[src/rtl/trap_pc_pkg.sv]
`timescale 1ns/1ps
// Package: shared widths and the instruction class encoding for the PC unit.
// Assumes a byte-addressed machine with fixed-size instructions.
package trap_pc_pkg;

    localparam int unsigned ADDR_W      = 32; // program counter width
    localparam int unsigned NAME_W      = 26; // jump-format name field width
    localparam int unsigned INSTR_BYTES = 4;  // size of one instruction
    localparam int unsigned DELAY_SLOTS = 1;  // slots skipped on return

    // Decoded class of the instruction being retired.
    typedef enum logic [1:0] {
        CLS_SEQ  = 2'b00,
        CLS_TRAP = 2'b01,
        CLS_RFE  = 2'b10,
        CLS_NOP  = 2'b11
    } instr_cls_e;

    // Source the next-PC mux picks from.
    typedef enum logic [1:0] {
        SRC_SEQ  = 2'b00,
        SRC_TRAP = 2'b01,
        SRC_IAR  = 2'b10
    } pc_src_e;

endpackage

[src/rtl/trap_pc_addr_calc.sv]
`timescale 1ns/1ps
// Module: trap_pc_addr_calc
// Computes the candidate addresses from the current PC and name field:
// the sequential successor, the return point past the delay slot(s), and
// the zero-extended trap target. Pure combinational logic.
// Assumes AW > NW so that zero extension is meaningful.
module trap_pc_addr_calc #(
    parameter int unsigned AW     = 32,
    parameter int unsigned NW     = 26,
    parameter int unsigned STEP   = 4,
    parameter int unsigned SLOTS  = 1
) (
    input  logic [AW-1:0] pc_i,
    input  logic [NW-1:0] name_i,
    output logic [AW-1:0] seq_pc_o,
    output logic [AW-1:0] ret_pc_o,
    output logic [AW-1:0] trap_pc_o
);

    localparam int unsigned RET_OFS = STEP * (SLOTS + 1);
    localparam int unsigned PAD_W   = AW - NW;

    // Sequential successor: one instruction forward, wrapping at 2^AW.
    always_comb begin
        seq_pc_o = pc_i + AW'(STEP);
    end

    // Return point: skip the current instruction and its delay slot(s).
    always_comb begin
        ret_pc_o = pc_i + AW'(RET_OFS);
    end

    // Trap target: the name field with zeros above it.
    always_comb begin
        trap_pc_o = {{PAD_W{1'b0}}, name_i};
    end

endmodule

[src/rtl/trap_pc_iar.sv]
`timescale 1ns/1ps
// Module: trap_pc_iar
// Interrupt address register. Loads the return point on an advancing
// trap and holds otherwise. Synchronous active-low reset clears it.
// Assumes the write enable is already qualified by the advance input.
module trap_pc_iar #(
    parameter int unsigned AW = 32
) (
    input  logic          clk,
    input  logic          rst_n,
    input  logic          wr_en_i,
    input  logic [AW-1:0] wr_val_i,
    output logic [AW-1:0] iar_o
);

    logic [AW-1:0] iar_q;

    // Storage: clear on reset, capture the return point on a trap write.
    always_ff @(posedge clk) begin
        if (!rst_n) begin
            iar_q <= '0;
        end else if (wr_en_i) begin
            iar_q <= wr_val_i;
        end
    end

    assign iar_o = iar_q;

    // A write lands exactly the value offered on the previous edge.
    assert_iar_load_R4: assert property (@(posedge clk) disable iff (!rst_n)
        wr_en_i |=> iar_q == $past(wr_val_i));

    // Without a write the register keeps its value.
    assert_iar_hold_R6: assert property (@(posedge clk) disable iff (!rst_n)
        !wr_en_i |=> $stable(iar_q));

endmodule

[src/rtl/trap_pc_next_sel.sv]
`timescale 1ns/1ps
// Module: trap_pc_next_sel
// Decodes the instruction class into a mux select and an IAR write
// strobe, then picks the next PC. Combinational only.
// Assumes class codes from trap_pc_pkg; no-op follows the sequential path.
module trap_pc_next_sel
    import trap_pc_pkg::*;
#(
    parameter int unsigned AW = 32
) (
    input  logic          advance_i,
    input  logic [1:0]    cls_i,
    input  logic [AW-1:0] seq_pc_i,
    input  logic [AW-1:0] trap_pc_i,
    input  logic [AW-1:0] iar_i,
    output logic [AW-1:0] next_pc_o,
    output logic          iar_wr_o
);

    instr_cls_e cls;
    pc_src_e    src;

    // Class decode: map the incoming code onto the typed enum.
    always_comb begin
        cls = instr_cls_e'(cls_i);
    end

    // Source select: which candidate becomes the next PC.
    always_comb begin
        unique case (cls)
            CLS_TRAP: src = SRC_TRAP;
            CLS_RFE:  src = SRC_IAR;
            default:  src = SRC_SEQ;
        endcase
    end

    // Next-PC mux over the three candidates.
    always_comb begin
        unique case (src)
            SRC_TRAP: next_pc_o = trap_pc_i;
            SRC_IAR:  next_pc_o = iar_i;
            default:  next_pc_o = seq_pc_i;
        endcase
    end

    // IAR write strobe: only a trap on an advancing cycle saves a return.
    always_comb begin
        iar_wr_o = advance_i && (cls == CLS_TRAP);
    end

endmodule

[src/rtl/trap_pc_unit.sv]
`timescale 1ns/1ps
// Module: trap_pc_unit (top)
// Next-PC register for a 32-bit front end with software trap and
// exception return. One instruction is retired per advancing cycle.
// Assumes decode supplies a valid class and that pc_cur is the address
// of the retiring instruction. Reset is synchronous and active low.
module trap_pc_unit
    import trap_pc_pkg::*;
(
    input  logic                clk,
    input  logic                rst_n,
    input  logic                advance,
    input  logic [1:0]          instr_class,
    input  logic [ADDR_W-1:0]   pc_cur,
    input  logic [NAME_W-1:0]   trap_name,
    output logic [ADDR_W-1:0]   pc_next,
    output logic [ADDR_W-1:0]   iar_value
);

    localparam int unsigned PAD_W = ADDR_W - NAME_W;

    logic [ADDR_W-1:0] seq_pc;
    logic [ADDR_W-1:0] ret_pc;
    logic [ADDR_W-1:0] trap_pc;
    logic [ADDR_W-1:0] sel_pc;
    logic [ADDR_W-1:0] iar_q;
    logic              iar_wr;
    logic [ADDR_W-1:0] pc_q;

    trap_pc_addr_calc #(
        .AW    (ADDR_W),
        .NW    (NAME_W),
        .STEP  (INSTR_BYTES),
        .SLOTS (DELAY_SLOTS)
    ) addr_calc_i (
        .pc_i      (pc_cur),
        .name_i    (trap_name),
        .seq_pc_o  (seq_pc),
        .ret_pc_o  (ret_pc),
        .trap_pc_o (trap_pc)
    );

    trap_pc_next_sel #(
        .AW (ADDR_W)
    ) next_sel_i (
        .advance_i (advance),
        .cls_i     (instr_class),
        .seq_pc_i  (seq_pc),
        .trap_pc_i (trap_pc),
        .iar_i     (iar_q),
        .next_pc_o (sel_pc),
        .iar_wr_o  (iar_wr)
    );

    trap_pc_iar #(
        .AW (ADDR_W)
    ) iar_i (
        .clk      (clk),
        .rst_n    (rst_n),
        .wr_en_i  (iar_wr),
        .wr_val_i (ret_pc),
        .iar_o    (iar_q)
    );

    // PC register: clear on reset, take the selected address when advancing.
    always_ff @(posedge clk) begin
        if (!rst_n) begin
            pc_q <= '0;
        end else if (advance) begin
            pc_q <= sel_pc;
        end
    end

    assign pc_next   = pc_q;
    assign iar_value = iar_q;

    // Reset leaves both registers at zero on the following cycle.
    assert_reset_zero_R1: assert property (@(posedge clk)
        !rst_n |=> (pc_q == '0) && (iar_q == '0));

    assert_seq_step_R2: assert property (@(posedge clk) disable iff (!rst_n)
        (advance && instr_class == CLS_SEQ) |=>
            pc_q == $past(pc_cur) + ADDR_W'(INSTR_BYTES));

    assert_trap_target_R3: assert property (@(posedge clk) disable iff (!rst_n)
        (advance && instr_class == CLS_TRAP) |=>
            pc_q == {{PAD_W{1'b0}}, $past(trap_name)});

    assert_trap_save_R4: assert property (@(posedge clk) disable iff (!rst_n)
        (advance && instr_class == CLS_TRAP) |=>
            iar_q == $past(pc_cur) + ADDR_W'(INSTR_BYTES * (DELAY_SLOTS + 1)));

    assert_rfe_restore_R5: assert property (@(posedge clk) disable iff (!rst_n)
        (advance && instr_class == CLS_RFE) |=> pc_q == $past(iar_q));

    assert_iar_keep_R6: assert property (@(posedge clk) disable iff (!rst_n)
        (instr_class != CLS_TRAP) |=> $stable(iar_q));

    assert_nop_step_R7: assert property (@(posedge clk) disable iff (!rst_n)
        (advance && instr_class == CLS_NOP) |=>
            pc_q == $past(pc_cur) + ADDR_W'(INSTR_BYTES));

    assert_stall_hold_R8: assert property (@(posedge clk) disable iff (!rst_n)
        !advance |=> $stable(pc_q) && $stable(iar_q));

endmodule

[config.mk]
export PLATFORM = sky130hd
export DESIGN_NAME = trap_pc_unit
export DESIGN_NICKNAME = d
export VERILOG_FILES = /design/src/rtl/trap_pc_pkg.sv /design/src/rtl/trap_pc_addr_calc.sv /design/src/rtl/trap_pc_iar.sv /design/src/rtl/trap_pc_next_sel.sv /design/src/rtl/trap_pc_unit.sv
export SDC_FILE = /design/constraint.sdc
export NUM_CORES = 1
export LEC_CHECK = 0
export BUFFER_PORTS_ARGS = -buffer_cell sky130_fd_sc_hd__buf_2
export CAP_MARGIN = 20
export CORE_MARGIN = 2
export CORE_UTILIZATION = 51
export CTS_CLUSTER_SIZE = 24
export DETAILED_ROUTE_END_ITERATION = 16
export PLACE_DENSITY = 0.91
export SYNTH_ARGS = -nofsm -noshare
export SYNTH_HDL_FRONTEND = slang
export SYNTH_SLANG_ARGS = --single-unit
[constraint.sdc]
create_clock -name clk -period 1.9 [get_ports clk]
set_clock_uncertainty 0.05 [all_clocks]
set_input_delay 0.19 -clock clk [delete_from_list [all_inputs] [get_ports clk]]
set_output_delay 0.19 -clock clk [all_outputs]
set_load 0.02 [all_outputs]
==> summary.txt <==
Floorplanning
  – Count of pins on the block boundary: 127
  – Std cell rows: 31
  – Die boundary width: 89.8 µm
  – Height of the die: 89.8 µm
  – Area of the core: 7180 µm²
  – Initial standard-cell utilization of the core: 0.524
  – Overall die area: 8070 µm²

Global routing
  – Initial antenna violation count: 0
  – Maximum number of pins on one net before global-route repair: 35
  – Overflow left after global routing: 0
  – Overall fraction of global-route tracks in use: 0.287
  – Global-route wire length before repair: 18800 µm
  – Vias in the first global route: 3790

Drt
  – Highest layer used for signal routing: met4
  – Detailed Route WL: 11700 µm
  – Post-Route M1 WL: 4910 µm
  – DRC: 0
  – Routed wire length on met2: 5550 µm
  – Average routed wire per standard cell: 17.0 µm
  – Vias after detailed routing: 4141
  – Detail-routed via count per cell: 6.00
  – DR iter-0 viols: 287
  – Detail Route met3 WL: 884 µm
  – DR pass1 iterations: 5
  – Remaining antenna violation count: 0

Clock tree
  – Number of resized instances in the post-cts repair step: 0
  – Clk slew on worst S/H paths: 0.06 ns
  – CTS Buffer Depth: 2
  – Cts bufs inserted: 9
  – TritonCTS clock tree: done
  – Setup fix buffers added after clock tree synthesis: 0
  – Clock tree root driver cell: sky130_fd_sc_hd__clkbuf_8
  – Clk sinks: 64
  – Latest clock arrival within the worst-skew pair: 0.35 ns
  – # hold bufs at CTS: 0
  – H-tree levels: 3

Status
  – Status: finished, final reports clean

Worst setup path
  – Critical path arrival: 1.79 ns
  – Worst EP required: 2.09 ns
  – Element type at the critical path end: register
  – CP Launch Type: primary input
  – Critical-path maximum fanout: 5
  – Critical path type: primary input to register

Synth
  – Post-synthesis sequential area ratio: 0.341
  – Post-synth cell types: 52
  – Main flop type after synthesis: sky130_fd_sc_hd__dfxtp_1
  – Flip-flop and latch count after synthesis: 64
  – Cells after synthesis: 462
  – Post-synth net total: 529
  – Number of warnings printed during yosys synthesis: 0
  – Count of flip-flops with a built-in enable after synthesis: 0
  – Ys async rst share: 0
  – Cell area after technology mapping: 3760 µm²
  – Synth Area per Inst: 8.13 µm²

STA
  – Final number of hold-violating endpoints: 0
  – Tightest slew margin relative to the limit: 0.616
  – Number of max-slew violations in the final report: 0
  – Fmax: 626 MHz
  – Setup repair after global routing missed its margin: no
  – Post-route fraction of the period consumed by the critical path: 0.841
  – Hold WS: 0.0386 ns
  – Clock period minus worst slack: 1.60 ns
  – Final total negative setup slack: 0 ns
  – Count of endpoints failing setup in the final report: 0
  – Transition time at the pin with the least slew margin: 0.575 ns

Layout
  – Share of post-route cells with drive strength above 1: 0.301
  – Diodes inserted: 0
  – Layout Utilization: 0.663
  – Layout Area Growth over Synthesis: 26.6%
  – Net count reported at finish: 653
  – Layout Cell Area excl Fill: 4760 µm²

Placement
  – Post-placement cell area: 4590 µm²
  – Buffers added on ports: 126
  – Routability cong.: 0.917
  – Detailed placer's ending HPWL: 8760 µm

Power and ir drop
  – Worst-case vdd ir drop: 352 µV
  – PnR Total Power: 3.29 mW
  – Ratio of total power to cell area: 692 nW/µm²
  – Leak Pwr: 2.05 nW

Hold path
  – Hold/Removal Path Class: primary input to register

Flow run
  – Max_cap viols: 0
==> routing by layer <==
metal	vias to the layer above	GRT usage
met5	-	0
li1	1963	-
met4	0	0.140
met3	36	0.0469
met1	1924	0.365
met2	218	0.474
==> where the power goes <==
part | internal, mW | leakage, nW | switching [mW]
Clock | 0.506 | 0.0834 | 0.531
Sequential | 1.43 | 0.526 | 0.0554
Combinational | 0.298 | 1.44 | 0.471
Total | 2.23 | 2.05 | 1.06
==> path summary, 6_finish.rpt <==
check / startpoint / to / slack [ns] / cells after the start
setup / recovery: pc_cur[4] / pc_next[23] / 0.30 / 7
hold / removal: pc_cur[1] / iar_i.iar_o[1] / 0.04 / 3
setup reg to reg: pc_next[30] / pc_next[30] / 0.54 / 4
hold reg to reg: pc_next[13] / pc_next[13] / 0.40 / 1
==> cells in the final DEF (no fill, tap or decap), types with 10 or more instances in the layout <==
master,instances
sky130_fd_sc_hd__o21ai_0,29
sky130_fd_sc_hd__nand2_1,40
sky130_fd_sc_hd__nand3_1,13
sky130_fd_sc_hd__buf_4,27
sky130_fd_sc_hd__dfxtp_1,64
sky130_fd_sc_hd__clkbuf_8,10
sky130_fd_sc_hd__nand4_1,15
sky130_fd_sc_hd__a211oi_1,19
sky130_fd_sc_hd__xor2_1,30
sky130_fd_sc_hd__buf_2,126
sky130_fd_sc_hd__nor2_1,31
sky130_fd_sc_hd__a21oi_1,37
sky130_fd_sc_hd__a221oi_1,20
sky130_fd_sc_hd__xnor2_1,15
==> cells by family (layout without fill, tap and decap cells) <==
family                     Yosys count  in the layout  share of synthesized area
buffers and inverters               49            178                     0.0549
AOI/OAI and AO/OA                  147            147                      0.258
adders and majority gates            4              4                     0.0133
xor gates and xnor gates            45             45                      0.105
DFF                                 64             64                      0.341
and+or+nand+nor                    147            147                      0.212
muxes                                6              6                     0.0160
==> stage by stage <==
step	instances	worst slack (ns)
global route	690	0.267
global placement	674	0.0255
floorplan	462	0.152
CTS	690	0.323
finish	690	0.302
detailed placement	674	-0.0437
==> synth_stat cells, types with 9 or more instances <==
master / count / share of area
sky130_fd_sc_hd__xnor2_1: 15 / 0.035
sky130_fd_sc_hd__a211oi_1: 19 / 0.038
sky130_fd_sc_hd__o21ai_0: 29 / 0.039
sky130_fd_sc_hd__nand2_1: 40 / 0.040
sky130_fd_sc_hd__buf_2: 9 / 0.012
sky130_fd_sc_hd__nand3_1: 13 / 0.017
sky130_fd_sc_hd__nand4_1: 15 / 0.025
sky130_fd_sc_hd__dfxtp_1: 64 / 0.34
sky130_fd_sc_hd__a21oi_1: 37 / 0.049
sky130_fd_sc_hd__a221oi_1: 20 / 0.047
sky130_fd_sc_hd__clkbuf_1: 27 / 0.027
sky130_fd_sc_hd__xor2_1: 30 / 0.070
sky130_fd_sc_hd__nor2_1: 31 / 0.031
==> final cells by class <==
cell class	count	area, µm²
Inverter	6	22.5
Fill cell	604	2420
Clock buffer	13	149
Clock inverter	3	17.5
Timing Repair Buffer	156	893
Tap cell	99	124
Multi-Input combinational cell	349	2270
Sequential cell	64	1280
==> worst max-delay path, cell delays in order <==
cell                      delay (ns)
sky130_fd_sc_hd__buf_2          0.14
sky130_fd_sc_hd__ha_1           0.26
sky130_fd_sc_hd__nand4_2        0.14
sky130_fd_sc_hd__or3_1          0.45
sky130_fd_sc_hd__o41ai_1        0.26
sky130_fd_sc_hd__nand3_1        0.13
sky130_fd_sc_hd__a22o_1         0.22
==> sequential cells by signal (all words and copies together) (netlist names) <==
name	cells
pc_next	32
iar_i.iar_o	32
Note: power is estimated with default switching activity, not from simulation.
